$ cat config.mk
export PLATFORM = sky130hd
export DESIGN_NAME = tmr_unit
export DESIGN_NICKNAME = d
export VERILOG_FILES = /design/src/rtl/tmr_pkg.sv /design/src/rtl/tmr_event.sv /design/src/rtl/tmr_count.sv /design/src/rtl/tmr_flag.sv /design/src/rtl/tmr_unit.sv
export SDC_FILE = /design/constraint.sdc
export NUM_CORES = 1
export LEC_CHECK = 0
export CORE_ASPECT_RATIO = 0.7
export CORE_UTILIZATION = 50
export CTS_CLUSTER_SIZE = 14
export DETAILED_ROUTE_END_ITERATION = 10
export GPL_TIMING_DRIVEN = 0
export PLACE_DENSITY = 0.86
export SLEW_MARGIN = 15
export SYNTH_ARGS = -nofsm -noshare
export SYNTH_HDL_FRONTEND = slang
export SYNTH_SLANG_ARGS = --single-unit
$ cat constraint.sdc
create_clock -name clk -period 4.2 [get_ports clk]
set_clock_uncertainty 0.15 [all_clocks]
set_input_delay 0.63 -clock clk [delete_from_list [all_inputs] [get_ports clk]]
set_output_delay 0.63 -clock clk [all_outputs]
set_load 0.02 [all_outputs]
$ cat src/rtl/tmr_pkg.sv
package tmr_pkg;
  typedef enum logic [1:0] {
    MODE_PRESC13 = 2'b00,
    MODE_FULL16  = 2'b01,
    MODE_RELOAD8 = 2'b10,
    MODE_HOLD    = 2'b11
  } tmr_mode_e;
endpackage

$ cat src/rtl/tmr_event.sv
module tmr_event (
  input  logic clk,
  input  logic rst_n,
  input  logic mc_tick,
  input  logic ext_sel,
  input  logic cnt_pin,
  input  logic run_en,
  input  logic gate_en,
  input  logic gate_pin,
  output logic step
);
  logic samp_q;
  logic fall_seen;
  logic src_evt;
  logic allowed;

  // pin sampled once per machine cycle
  always_ff @(posedge clk or negedge rst_n) begin
    if (!rst_n)       samp_q <= 1'b0;
    else if (mc_tick) samp_q <= cnt_pin;
  end

  assign fall_seen = samp_q & ~cnt_pin;
  assign src_evt   = ext_sel ? (mc_tick & fall_seen) : mc_tick;
  assign allowed   = run_en & (~gate_en | gate_pin);
  assign step      = src_evt & allowed;

  // an edge-counted step never occurs while the pin is high
  a_r3_step_on_low: assert property (@(posedge clk) disable iff (!rst_n)
    (ext_sel && step) |-> !cnt_pin);
  // with gating on, a low gate pin blocks stepping
  a_r5_gate_blocks: assert property (@(posedge clk) disable iff (!rst_n)
    (gate_en && !gate_pin) |-> !step);
endmodule

$ cat src/rtl/tmr_count.sv
module tmr_count
  import tmr_pkg::*;
#(
  parameter int BYTE_W  = 8,
  parameter int PRESC_W = 5
) (
  input  logic              clk,
  input  logic              rst_n,
  input  tmr_mode_e         mode,
  input  logic              step,
  input  logic              hi_wr,
  input  logic              lo_wr,
  input  logic [BYTE_W-1:0] wr_data,
  output logic [BYTE_W-1:0] hi_q,
  output logic [BYTE_W-1:0] lo_q,
  output logic              wrap
);
  localparam int FULL_W = 2 * BYTE_W;

  logic [BYTE_W-1:0]  hi_n, lo_n;
  logic [PRESC_W:0]   p_sum;
  logic [BYTE_W:0]    h_sum;
  logic [BYTE_W:0]    l_sum;
  logic [FULL_W:0]    f_sum;
  logic [FULL_W-1:0]  full_q;
  logic               any_wr;

  assign any_wr = hi_wr | lo_wr;
  assign full_q = {hi_q, lo_q};
  assign p_sum  = {1'b0, lo_q[PRESC_W-1:0]} + (PRESC_W+1)'(1);
  assign h_sum  = {1'b0, hi_q} + (BYTE_W+1)'(1);
  assign l_sum  = {1'b0, lo_q} + (BYTE_W+1)'(1);
  assign f_sum  = {1'b0, full_q} + (FULL_W+1)'(1);

  always_comb begin
    hi_n = hi_q;
    lo_n = lo_q;
    wrap = 1'b0;
    if (any_wr) begin
      if (hi_wr) hi_n = wr_data;
      if (lo_wr) lo_n = wr_data;
    end else if (step) begin
      unique case (mode)
        MODE_PRESC13: begin
          lo_n = {lo_q[BYTE_W-1:PRESC_W], p_sum[PRESC_W-1:0]};
          if (p_sum[PRESC_W]) begin
            hi_n = h_sum[BYTE_W-1:0];
            wrap = h_sum[BYTE_W];
          end
        end
        MODE_FULL16: begin
          {hi_n, lo_n} = f_sum[FULL_W-1:0];
          wrap         = f_sum[FULL_W];
        end
        MODE_RELOAD8: begin
          if (l_sum[BYTE_W]) begin
            lo_n = hi_q;
            wrap = 1'b1;
          end else begin
            lo_n = l_sum[BYTE_W-1:0];
          end
        end
        default: ;
      endcase
    end
  end

  always_ff @(posedge clk or negedge rst_n) begin
    if (!rst_n) begin
      hi_q <= '0;
      lo_q <= '0;
    end else begin
      hi_q <= hi_n;
      lo_q <= lo_n;
    end
  end

  // hold mode freezes both bytes when no write occurs
  a_r9_hold_frozen: assert property (@(posedge clk) disable iff (!rst_n)
    (mode == MODE_HOLD && !any_wr) |=> (full_q == $past(full_q)));
  // a 16-bit step below the top value adds exactly one
  a_r7_full_step: assert property (@(posedge clk) disable iff (!rst_n)
    (mode == MODE_FULL16 && step && !any_wr && full_q != '1)
      |=> (full_q == $past(full_q) + FULL_W'(1)));
  // reload takes the upper byte and leaves it unchanged
  a_r8_reload: assert property (@(posedge clk) disable iff (!rst_n)
    (mode == MODE_RELOAD8 && step && !any_wr && lo_q == '1)
      |=> (lo_q == $past(hi_q) && hi_q == $past(hi_q)));
  // the bits above the prescaler are untouched by counting
  a_r6_upper_lo_held: assert property (@(posedge clk) disable iff (!rst_n)
    (mode == MODE_PRESC13 && !any_wr)
      |=> (lo_q[BYTE_W-1:PRESC_W] == $past(lo_q[BYTE_W-1:PRESC_W])));
endmodule

$ cat src/rtl/tmr_flag.sv
module tmr_flag (
  input  logic clk,
  input  logic rst_n,
  input  logic set_i,
  input  logic clr_i,
  output logic flag_q
);
  always_ff @(posedge clk or negedge rst_n) begin
    if (!rst_n)      flag_q <= 1'b0;
    else if (set_i)  flag_q <= 1'b1;
    else if (clr_i)  flag_q <= 1'b0;
  end

  // the flag is sticky without a clear
  a_r10_sticky: assert property (@(posedge clk) disable iff (!rst_n)
    (flag_q && !clr_i) |=> flag_q);
  // a set in the same cycle as a clear wins
  a_r10_set_wins: assert property (@(posedge clk) disable iff (!rst_n)
    (set_i && clr_i) |=> flag_q);
endmodule

$ cat src/rtl/tmr_unit.sv
module tmr_unit
  import tmr_pkg::*;
#(
  parameter int BYTE_W  = 8,
  parameter int PRESC_W = 5
) (
  input  logic              clk,
  input  logic              rst_n,
  input  logic              mc_tick,
  input  logic              run_en,
  input  logic              gate_en,
  input  logic              ext_sel,
  input  logic [1:0]        mode_sel,
  input  logic              cnt_pin,
  input  logic              gate_pin,
  input  logic              hi_wr,
  input  logic              lo_wr,
  input  logic [BYTE_W-1:0] wr_data,
  output logic [BYTE_W-1:0] hi_rd,
  output logic [BYTE_W-1:0] lo_rd,
  output logic              ovf_flag,
  input  logic              ovf_clr
);
  logic step;
  logic wrap;
  tmr_mode_e mode;

  assign mode = tmr_mode_e'(mode_sel);

  tmr_event u_event (
    .clk      (clk),
    .rst_n    (rst_n),
    .mc_tick  (mc_tick),
    .ext_sel  (ext_sel),
    .cnt_pin  (cnt_pin),
    .run_en   (run_en),
    .gate_en  (gate_en),
    .gate_pin (gate_pin),
    .step     (step)
  );

  tmr_count #(.BYTE_W(BYTE_W), .PRESC_W(PRESC_W)) u_count (
    .clk     (clk),
    .rst_n   (rst_n),
    .mode    (mode),
    .step    (step),
    .hi_wr   (hi_wr),
    .lo_wr   (lo_wr),
    .wr_data (wr_data),
    .hi_q    (hi_rd),
    .lo_q    (lo_rd),
    .wrap    (wrap)
  );

  tmr_flag u_flag (
    .clk    (clk),
    .rst_n  (rst_n),
    .set_i  (wrap),
    .clr_i  (ovf_clr),
    .flag_q (ovf_flag)
  );

  // reset leaves bytes and flag cleared
  a_r1_reset_clear: assert property (@(posedge clk)
    !rst_n |=> (hi_rd == '0 && lo_rd == '0 && !ovf_flag));
  // a stopped channel does not move without a write
  a_r4_stopped: assert property (@(posedge clk) disable iff (!rst_n)
    (!run_en && !hi_wr && !lo_wr) |=> ($stable(hi_rd) && $stable(lo_rd)));
  // no strobe, no movement
  a_r2_needs_tick: assert property (@(posedge clk) disable iff (!rst_n)
    (!mc_tick && !hi_wr && !lo_wr) |=> ($stable(hi_rd) && $stable(lo_rd)));
  // a written byte shows up on the next clock
  a_r11_write_lands: assert property (@(posedge clk) disable iff (!rst_n)
    lo_wr |=> (lo_rd == $past(wr_data)));
endmodule

==> impl_metrics.env, run 1 <==
export IMPL_status="finished, final reports clean"
export IMPL_slowest_delay_ns=0.51
export IMPL_setup_tns_final_ns=0
export IMPL_clkPwrFrac_pct=25.2
export IMPL_ys_seq_area_share_pct=30.20
export IMPL_power_switching_uw=204.4
export IMPL_timing_worst_setup_path_type="input pin to flip-flop"
export IMPL_synth_edf_count=0
export IMPL_crit_chain="clkdlybuf4s50_1 > inv_1 > ha_1 > clkbuf_1 > a31oi_1 > a2111oi_0 > nor2_1"
export IMPL_num_io_pins=38
export IMPL_fp_row_count=16
export IMPL_drc_errors=0
export IMPL_finalHoldViolations=0
export IMPL_cts_inserted_buffers=3
export IMPL_postPlaceCellArea_mm2=0.001897
export IMPL_grtUsageTotal_pct=30.41
export IMPL_dr_first_iter_drc_count=172
export IMPL_syn_area_mm2=0.001491
export IMPL_ant_nets=0
export IMPL_rr_startpoint="u_count.lo_q[0]"
export IMPL_ys_types=52
export IMPL_p_total_uw=575.9
export IMPL_syn_num_nets=205
export IMPL_routedWlPerCell_um=17.34
export IMPL_critPathLaunch="mode_sel[0]"
export IMPL_max_slew_margin_pct=43.92
export IMPL_rsz0062_at_grt="false"
export IMPL_cp_arrival_ns=2.69
export IMPL_start_util_pct=52.84
export IMPL_ctsRootBufferMaster="clkbuf_8"
export IMPL_synth_warning_count=0
export IMPL_viasPerCell=6.461
export IMPL_period_share_pct=64.59
export IMPL_ir_drop_uv=149.7
export IMPL_crit_fanout=10
export IMPL_worst_pin_slew_ns=0.8386
export IMPL_clock_path_buffers=2
export IMPL_drive_gt1_share_pct=7.798
export IMPL_clkTransAtPathRegs_ns=0.07
export IMPL_utilization_pct=69.15
export IMPL_synthToLayoutAreaGrowth_pct=30.87
export IMPL_setup_viol_count_final=0
export IMPL_cts_sinks=18
export IMPL_required_ns=4.18
export IMPL_antenna_found_initial=0
export IMPL_power_density_mw_per_mm2=295.0
export IMPL_p_int_uw=371.5
export IMPL_die_w_um=67.28
export IMPL_cts_tree="yes"
export IMPL_grt_overflow_total=0
export IMPL_final_area_mm2=0.001952
export IMPL_grt_pass1_vias=1417
export IMPL_ctsHtreeMaxLevel=1
export IMPL_max_freq_mhz=368.6
export IMPL_antenna_cells=0
export IMPL_cts_resized_gates=0
export IMPL_die_h_um=47.70
export IMPL_period_needed_ns=2.713
export IMPL_core_mm2=0.002823
export IMPL_clk_latency_ns=0.26
export IMPL_p_leak_nw=0.7450
export IMPL_async_flop_share_pct=100.0
export IMPL_hp_class="flip-flop to flip-flop"
export IMPL_grt_max_degree=19
export IMPL_synthFlopType="dfrtp_1"
export IMPL_slowest_stage="clkdlybuf4s50_1"
export IMPL_min_from="u_event.samp_q"
export IMPL_share_seq_of_total_power_pct=38.6
export IMPL_post_dp_hpwl_um=3357
export IMPL_pwr_share_comb_pct=36.3
export IMPL_cts_setup_buffers=0
export IMPL_grt_pass1_wl_um=7017
export IMPL_postCtsHoldBufs=0
export IMPL_vias=1641
export IMPL_postSynthAreaPerCell_um2=8.379
export IMPL_fp_dieArea_mm2=0.003209
export IMPL_maxCapViolations=0
export IMPL_io_buffer_count=36
export IMPL_p_sw_share_pct=35.49
export IMPL_ff2ff_setup_slack_ns=2.04
export IMPL_layout_nets=246
export IMPL_synthCells=178
export IMPL_dr_pass1_iters=4
export IMPL_ys_ff_latch=18
export IMPL_wl_um=4405
export IMPL_crit_path_start_kind="input pin"
export IMPL_slew_viol_final=0
export IMPL_gp_congestion=0.9654
export IMPL_cp_end_kind="flip-flop"
==> cell usage in the layout, fill, tap and decap left out, types with 4 or more instances in the layout <==
master and n:
o21ai_1 11, clkdlybuf4s50_1 36, clkbuf_8 4, o22ai_1 4, o21ai_0 7, a21oi_1 8
nor3_1 4, dfrtp_1 18, nor2_1 11, nand3_1 6, a31oi_1 6, and3_1 4
nand2_1 16, inv_1 10, ha_1 6, clkbuf_1 7
==> metal layers <==
metal | share of wire [%] | routed length, um | vias to the layer above | GRT usage [%]
met5 | 0 | 0 | - | 0
met4 | 1.5 | 64 | 0 | 6.809
met3 | 9.9 | 434 | 11 | 9.524
met2 | 43 | 1879 | 99 | 46.60
met1 | 46 | 2027 | 765 | 41.99
li1 | - | - | 766 | -
==> power by group through the flow <==
stage | logic, mW | registers, mW | clock network [mW]
5_1_grt | 0.227 | 0.226 | 0.160
6_report | 0.209 | 0.222 | 0.145
3_3_place_gp | 0.203 | 0.223 | 0
4_1_cts | 0.207 | 0.221 | 0.148
3_5_place_dp | 0.206 | 0.225 | 0
2_1_floorplan | 0.0984 | 0.241 | 0
==> cell usage after synthesis, types with 3 or more instances <==
master / count / area share [%]
dfrtp_1: 18 / 30
nand2_1: 16 / 4.0
nor2_1: 11 / 2.8
o21ai_1: 11 / 3.7
inv_1: 10 / 2.5
a21oi_1: 8 / 2.7
clkbuf_1: 7 / 1.8
o21ai_0: 7 / 2.3
a31oi_1: 6 / 2.5
ha_1: 6 / 5.0
nand3_1: 6 / 2.0
and3_1: 4 / 1.7
nor3_1: 4 / 1.3
o22ai_1: 4 / 1.7
a211oi_1: 3 / 1.5
a22oi_1: 3 / 1.5
a311oi_1: 3 / 1.8
buf_2: 3 / 1.0
nand4_1: 3 / 1.3
nor2b_1: 3 / 1.3
o31ai_1: 3 / 1.5
xnor2_1: 3 / 1.8
==> critical path: cells and delay by family <==
family,cells,cell delay [ns]
buf+inv,3,0.96
fa+ha+maj,1,0.32
compound gates,2,0.68
simple gates,1,0.10
==> cell families after synthesis <==
group	Yosys count	synth area share (%)
AOI/OAI and AO/OA	73	37.25
and+or+nand+nor	57	19.72
buffers and inverters	20	5.286
DFF	18	30.20
adders and majority gates	6	5.033
xor gates and xnor gates	3	1.762
muxes	1	0.7550
==> metrics by stage <==
stage | instances | setup WS, ns | hold WS (ns)
finish | 254 | 1.487 | 0.3642
global route | 254 | 1.264 | 0.4098
floorplan | 178 | 2.034 | 0.1844
global placement | 250 | 1.285 | 0.3427
detailed placement | 250 | 1.269 | 0.3490
CTS | 254 | 1.534 | 0.3650
==> cell type report <==
type                    count  area (um2)
plain buffers              10       41.29
inverters                  10       37.54
clock buffers               4       55.05
multi-input cells         140       962.2
flip-flops and latches     18       450.4
well taps                  36       45.04
fillers                   219       870.8
repair buffers             36       360.3
==> sequential cells by signal, indices dropped and copies added, names as in the netlist <==
name and flops:
u_count.hi_q 8, u_flag.flag_q 1, u_count.lo_q 8, u_event.samp_q 1
==> final timing paths <==
check / cells after the start / to
worst max-delay path: 7 / u_count.lo_q[7]
worst min register to register: 1 / u_event.samp_q
max in group asynchronous: 1 / u_count.lo_q[7]
worst min-delay path: 1 / u_event.samp_q
min in group asynchronous: 1 / u_count.hi_q[2]
worst max register to register: 7 / u_count.hi_q[4]
Note: power is estimated with default switching activity, not from simulation.
==> run 2: changes to the inputs <==
--- a/config.mk
+++ b/config.mk
@@ -6,11 +6,11 @@
 export NUM_CORES = 1
 export LEC_CHECK = 0
 export CORE_ASPECT_RATIO = 0.7
-export CORE_UTILIZATION = 50
+export CORE_UTILIZATION = 49
 export CTS_CLUSTER_SIZE = 14
 export DETAILED_ROUTE_END_ITERATION = 10
 export GPL_TIMING_DRIVEN = 0
-export PLACE_DENSITY = 0.86
+export PLACE_DENSITY = 0.85
 export SLEW_MARGIN = 15
 export SYNTH_ARGS = -nofsm -noshare
 export SYNTH_HDL_FRONTEND = slang
==> constraint.sdc (replaced) <==
create_clock -name clk -period 2.5 [get_ports clk]
set_clock_uncertainty 0.15 [all_clocks]
set_input_delay 0.375 -clock clk [delete_from_list [all_inputs] [get_ports clk]]
set_output_delay 0.375 -clock clk [all_outputs]
set_load 0.02 [all_outputs]
==> run 2 against run 1 <==
Die area increased by 2.0%. First-iteration DRC count increased by 48%. Worst setup slack got worse by 1.4 ns. Clock-buffer cell count unchanged. Global-route usage decreased by 0.31 points.
==> impl_metrics.env, run 2 (synthesis gave the netlist of run 1 again) <==
export IMPL_power_switching_uw=356.2
export IMPL_utilization_pct=68.66
export IMPL_p_total_uw=980.8
export IMPL_clock_path_buffers=2
export IMPL_cts_tree="yes"
export IMPL_fp_dieArea_mm2=0.003272
export IMPL_p_sw_share_pct=36.31
export IMPL_p_int_uw=624.6
export IMPL_clk_latency_ns=0.27
export IMPL_core_mm2=0.002843
export IMPL_postCtsHoldBufs=0
export IMPL_pwr_share_comb_pct=36.2
export IMPL_synthToLayoutAreaGrowth_pct=30.87
export IMPL_cts_sinks=18
export IMPL_hold_depth=3
export IMPL_p_leak_nw=0.7440
export IMPL_final_cell_mix="clkdlybuf4s50_1 (36), dfrtp_1 (18), nand2_1 (16), nor2_1 (11), o21ai_1 (11)"
export IMPL_critical_path_top_delay_family="simple AND/OR/NAND/NOR gates"
export IMPL_dr_first_iter_drc_count=255
export IMPL_drc_errors=0
export IMPL_cp_arrival_ns=2.43
export IMPL_cts_inserted_buffers=3
export IMPL_clkPwrFrac_pct=25.9
export IMPL_cp_end_kind="flip-flop"
export IMPL_routedWlPerCell_um=18.07
export IMPL_timing_worst_setup_path_type="input pin to flip-flop"
export IMPL_antenna_cells=0
export IMPL_final_area_mm2=0.001952
export IMPL_maxCapViolations=0
export IMPL_max_slew_margin_pct=43.40
export IMPL_final_common_cell="clkdlybuf4s50_1"
export IMPL_setup_viol_count_final=0
export IMPL_die_h_um=48.16
export IMPL_grt_pass1_wl_um=7044
export IMPL_postPlaceCellArea_mm2=0.001897
export IMPL_hold_ws_ns=0.2872
export IMPL_ctsRootBufferMaster="clkbuf_8"
export IMPL_ir_drop_uv=243.7
export IMPL_highest_layer="met4"
export IMPL_slowest_stage="clkdlybuf4s50_1"
export IMPL_period_share_pct=97.37
export IMPL_die_w_um=67.94
export IMPL_num_io_pins=38
export IMPL_power_density_mw_per_mm2=502.5
export IMPL_max_freq_mhz=410.8
export IMPL_gp_congestion=0.9520
export IMPL_grt_max_degree=19
export IMPL_clkTransAtPathRegs_ns=0.08
export IMPL_grt_overflow_total=0
export IMPL_start_util_pct=52.46
export IMPL_grtUsageTotal_pct=30.09
export IMPL_path_depth=8
export IMPL_crit_path_start_kind="input pin"
export IMPL_hp_class="input pin to flip-flop"
export IMPL_post_dp_hpwl_um=3469
export IMPL_ant_nets=0
export IMPL_viasPerCell=6.589
export IMPL_slew_viol_final=0
export IMPL_wl_um=4571
export IMPL_period_needed_ns=2.434
export IMPL_slowest_delay_ns=0.51
export IMPL_dr_pass1_iters=6
export IMPL_ctsHtreeMaxLevel=1
export IMPL_required_ns=2.50
export IMPL_setup_tns_final_ns=0
export IMPL_fp_row_count=16
export IMPL_finalHoldViolations=0
export IMPL_wl_met2_um=1961
export IMPL_ff2ff_setup_slack_ns=0.32
export IMPL_status="finished, final reports clean"
export IMPL_largest_registers="u_count.hi_q x8, u_count.lo_q x8"
export IMPL_io_buffer_count=36
export IMPL_layout_nets=245
export IMPL_share_seq_of_total_power_pct=37.9
export IMPL_worst_r2r_path_depth=7
export IMPL_timing_critical_path_buf_inv=2
export IMPL_antenna_found_initial=0
export IMPL_crit_fanout=5
export IMPL_rsz0062_at_grt="true"
export IMPL_crit_chain="clkdlybuf4s50_1 > inv_1 > ha_1 > nor2b_1 > a31oi_4 > or3_1 > o32ai_1 > nor3_1"
export IMPL_drive_gt1_share_pct=8.295
export IMPL_grt_pass1_vias=1413
export IMPL_worst_pin_slew_ns=0.8464
export IMPL_vias=1667
export IMPL_route_met3_wl_um=404
export IMPL_drt_met1_wl_um=2114
run 2: worst paths after layout:
path,from,end
setup / recovery,mode_sel[0],u_count.hi_q[7]
hold / removal,hi_wr,u_count.hi_q[2]
setup reg to reg,u_count.lo_q[0],u_count.hi_q[4]
hold reg to reg,u_event.samp_q,u_event.samp_q
max in group asynchronous,rst_n,u_count.lo_q[5]
min in group asynchronous,rst_n,u_event.samp_q
run 2: worst reg2reg max path, cell delays in order (launching register included):
cell and delay (ns):
dfrtp_1 0.44, ha_1 0.26, nand4_1 0.13, buf_2 0.26
o2bb2ai_4 0.12, a2111oi_0 0.40, a21oi_1 0.10, o31ai_1 0.22
run 2: timing repair:
item,CTS,global route
setup endpoints to repair,0,7
buffers inserted,0,0
gates resized for setup,0,1
run 2: area by class of cell:
| cell class | instances | area, um2 |
|---|---|---|
| Timing Repair Buffer | 36 | 360.3 |
| Multi-Input combinational cell | 140 | 965.9 |
| Fill cell | 235 | 890.9 |
| Buffer | 9 | 37.54 |
| Sequential cell | 18 | 450.4 |
| Inverter | 10 | 37.54 |
| Clock buffer | 4 | 55.05 |
| Tap cell | 36 | 45.04 |
run 2: per-layer routing:
metal | vias to the layer above | track usage [%]
li1 | 760 | -
met1 | 784 | 43.40
met2 | 107 | 44.12
met3 | 16 | 7.009
met4 | 0 | 10.00
met5 | - | 0
run 2: power groups by stage:
| stage | Combinational, mW | Clock, mW | Sequential [mW] |
|---|---|---|---|
| 3_3_place_gp | 0.342 | 0 | 0.374 |
| 4_1_cts | 0.350 | 0.252 | 0.371 |
| 3_5_place_dp | 0.348 | 0 | 0.377 |
| 5_1_grt | 0.382 | 0.269 | 0.379 |
| 2_1_floorplan | 0.165 | 0 | 0.405 |
| 6_report | 0.355 | 0.254 | 0.372 |
run 2: through the flow:
step                worst slack [ns]  std cells
floorplan                     0.4696        178
global placement             -0.1372        250
detailed placement           -0.1966        250
CTS                          0.07720        254
global route                -0.05033        253
finish                       0.06577        253
==> run 3: changes to the inputs <==
--- a/config.mk
+++ b/config.mk
@@ -5,8 +5,9 @@
 export SDC_FILE = /design/constraint.sdc
 export NUM_CORES = 1
 export LEC_CHECK = 0
+export ABC_AREA = 1
 export CORE_ASPECT_RATIO = 0.7
-export CORE_UTILIZATION = 49
+export CORE_UTILIZATION = 50
 export CTS_CLUSTER_SIZE = 14
 export DETAILED_ROUTE_END_ITERATION = 10
 export GPL_TIMING_DRIVEN = 0
==> run 3 against run 2 <==
Critical path type unchanged. Highest routed layer unchanged. Register-to-register slack improved by 0.27 ns. Sequential power up 13%. Non-clock buffer count shrank 4. Die area rose by 8.3%. Clock-buffer cell count did not move. Cell area increased by 8.9%. Total power up 18%. Fmax rose by 14%. Core utilization decreased by 1.1 points. The flow now finishes with violations (DRC). Synthesized cell count rose by 48%. Clock power is 2% lower.
==> impl_metrics.env, run 3 <==
export IMPL_status="finished, violations left"
export IMPL_violations="DRC"
export IMPL_cts_resized_gates=0
export IMPL_maxCapViolations=0
export IMPL_yosys_area_top_type_share_pct=27.25
export IMPL_r2r_end="u_flag.flag_q"
export IMPL_clock_path_buffers=2
export IMPL_synth_top_area_cell="dfrtp_1"
export IMPL_power_density_mw_per_mm2=544.4
export IMPL_syn_num_nets=291
export IMPL_crit_chain="clkdlybuf4s50_1 > inv_1 > ha_1 > inv_1 > nand3_1 > nand3_1 > nor2_1 > a21oi_1"
export IMPL_ant_nets=0
export IMPL_synth_warning_count=0
export IMPL_antenna_cells=0
export IMPL_grtUsageTotal_pct=28.02
export IMPL_drc_errors=11
export IMPL_slowest_stage="clkdlybuf4s50_1"
export IMPL_whs_endpoint="u_flag.flag_q"
export IMPL_clkTransAtPathRegs_ns=0.07
export IMPL_postSynthAreaPerCell_um2=6.261
export IMPL_period_needed_ns=2.143
export IMPL_period_share_pct=85.70
export IMPL_final_cell_mix="nand2_1 (66), clkdlybuf4s50_1 (37), inv_1 (36), nor2_1 (36), a21oi_1 (32)"
export IMPL_antenna_found_initial=0
export IMPL_synth_edf_count=0
export IMPL_worst_r2r_path_depth=9
export IMPL_required_ns=2.53
export IMPL_postCtsHoldBufs=0
export IMPL_place_ws_ns=0.09071
export IMPL_synthCells=264
export IMPL_num_io_pins=38
export IMPL_rr_startpoint="u_count.hi_q[0]"
export IMPL_cts_tree="yes"
export IMPL_hold_depth=2
export IMPL_layout_nets=333
export IMPL_p_leak_nw=1.045
export IMPL_vias=1866
export IMPL_dr_first_iter_drc_count=178
export IMPL_largest_registers="u_count.hi_q x8, u_count.lo_q x8"
export IMPL_dr_pass1_iters=8
export IMPL_crit_path_start_kind="input pin"
export IMPL_max_freq_mhz=466.7
export IMPL_setup_tns_final_ns=0
export IMPL_ys_types=30
export IMPL_fp_dieArea_mm2=0.003543
export IMPL_ctsRootBufferMaster="clkbuf_8"
export IMPL_drive_gt1_share_pct=7.541
export IMPL_post_dp_hpwl_um=3556
export IMPL_setup_viol_count_final=0
export IMPL_max_slew_margin_pct=41.32
export IMPL_ys_ff_latch=18
export IMPL_fp_row_count=17
export IMPL_cts_inserted_buffers=3
export IMPL_synthFlopType="dfrtp_1"
export IMPL_die_h_um=50.11
export IMPL_wl_um=4624
export IMPL_final_common_cell="nand2_1"
export IMPL_synthToLayoutAreaGrowth_pct=28.61
export IMPL_ir_drop_uv=338.5
export IMPL_slowest_delay_ns=0.52
export IMPL_cts_setup_buffers=0
export IMPL_core_mm2=0.003148
export IMPL_timing_worst_setup_path_type="input pin to flip-flop"
export IMPL_dp_cells=339
export IMPL_worst_pin_slew_ns=0.8774
export IMPL_grt_overflow_total=0
export IMPL_routedWlPerCell_um=13.48
export IMPL_grt_max_degree=19
export IMPL_fin_ws_ns=0.3574
export IMPL_cp_arrival_ns=2.17
export IMPL_clk_latency_ns=0.26
export IMPL_cts_sinks=18
export IMPL_io_buffer_count=37
export IMPL_crit_fanout=6
export IMPL_start_util_pct=52.50
export IMPL_async_flop_share_pct=100.0
export IMPL_hp_class="flip-flop to flip-flop"
export IMPL_ctsHtreeMaxLevel=1
export IMPL_synth_most_common_cell="nand2_1"
export IMPL_ys_seq_area_share_pct=27.25
export IMPL_finalHoldViolations=0
export IMPL_rsz0062_at_grt="false"
export IMPL_slew_viol_final=0
export IMPL_viasPerCell=5.440
export IMPL_cp_end_kind="flip-flop"
export IMPL_instances_no_fill=343
export IMPL_grt_pass1_vias=1732
export IMPL_die_w_um=70.72
export IMPL_gp_congestion=0.9466
export IMPL_ff2ff_setup_slack_ns=0.59
export IMPL_synthTopCellsByArea="dfrtp_1 (27%), nand2_1 (15%), a21oi_1 (9.7%)"
export IMPL_hold_ws_ns=0.3355
export IMPL_synth_common_cells="nand2_1 (66), inv_1 (36), nor2_1 (36), a21oi_1 (32), nand3_1 (26)"
export IMPL_grt_pass1_wl_um=7748
export IMPL_min_from="u_flag.flag_q"
export IMPL_syn_area_mm2=0.001653
export IMPL_nFillCells=305
-- run 3: cell count changes after synthesis, moves of 5 or more --
cell	delta
a21oi_1	+24
o21ai_0	+5
o21ai_1	-7
a31oi_1	-5
clkbuf_1	-7
inv_1	+26
nor2_1	+25
nand3_1	+20
nand2_1	+50
-- run 3: power by group --
part	internal (mW)	switching [mW]	total, mW
clock	0.140	0.108	0.248
sequential	0.337	0.0828	0.420
combinational	0.210	0.279	0.489
-- run 3: how the worst max path moves through the flow --
stage	startpoint	endpoint	slack, ns
after global routing	mode_sel[0]	u_count.lo_q[2]	0.21
after floorplan	u_count.lo_q[0]	u_count.lo_q[3]	0.80
final	mode_sel[0]	u_count.lo_q[1]	0.36
after detailed placement	mode_sel[0]	u_count.lo_q[1]	0.09
after CTS	mode_sel[0]	u_count.lo_q[1]	0.35
after global placement	mode_sel[0]	u_count.lo_q[1]	0.17
-- run 3: kinds of logic (layout without fill, tap and decap cells) --
family          after synthesis  in the layout  synth area share [%]
compound gates               53             53                 17.87
xor+xnor                      2              2                 1.060
fa+ha+maj                     6              6                 4.542
buf+inv                      41             82                 10.29
flops                        18             18                 27.25
simple gates                144            144                 38.99
-- run 3: routing by layer --
layer,GRT usage (%),up-vias,wire length [um]
met4,9.667,0,70
met5,0,-,0
li1,-,934,-
met3,5.521,10,412
met2,44.71,106,1989
met1,37.91,816,2152
-- run 3: final cells by class --
type	count	area, um2	share of cell area, %
buffer	4	31.28	1.471
clock buffer	4	55.05	2.590
inverter	37	138.9	6.533
multi-input combinational	205	1032	48.56
sequential	18	450.4	21.19
tap	38	47.55	2.237
timing repair buffer	37	370.4	17.42
-- run 3: worst max-delay path, delay by kind of cell --
kind,cells,cell delay (ns)
buffers and inverters,3,0.79
and+or+nand+nor,3,0.59
adders and majority gates,1,0.27
AOI/OAI and AO/OA,1,0.16
-- run 3: per-stage QoR --
step,util [%],instance area (um2),power (mW)
after floorplan,-,1653,0.7000
after global placement,65.78,2071,0.8899
after detailed placement,65.78,2071,0.9042
after CTS,67.53,2126,1.152
after global routing,67.53,2126,1.233
final,67.53,2126,1.157
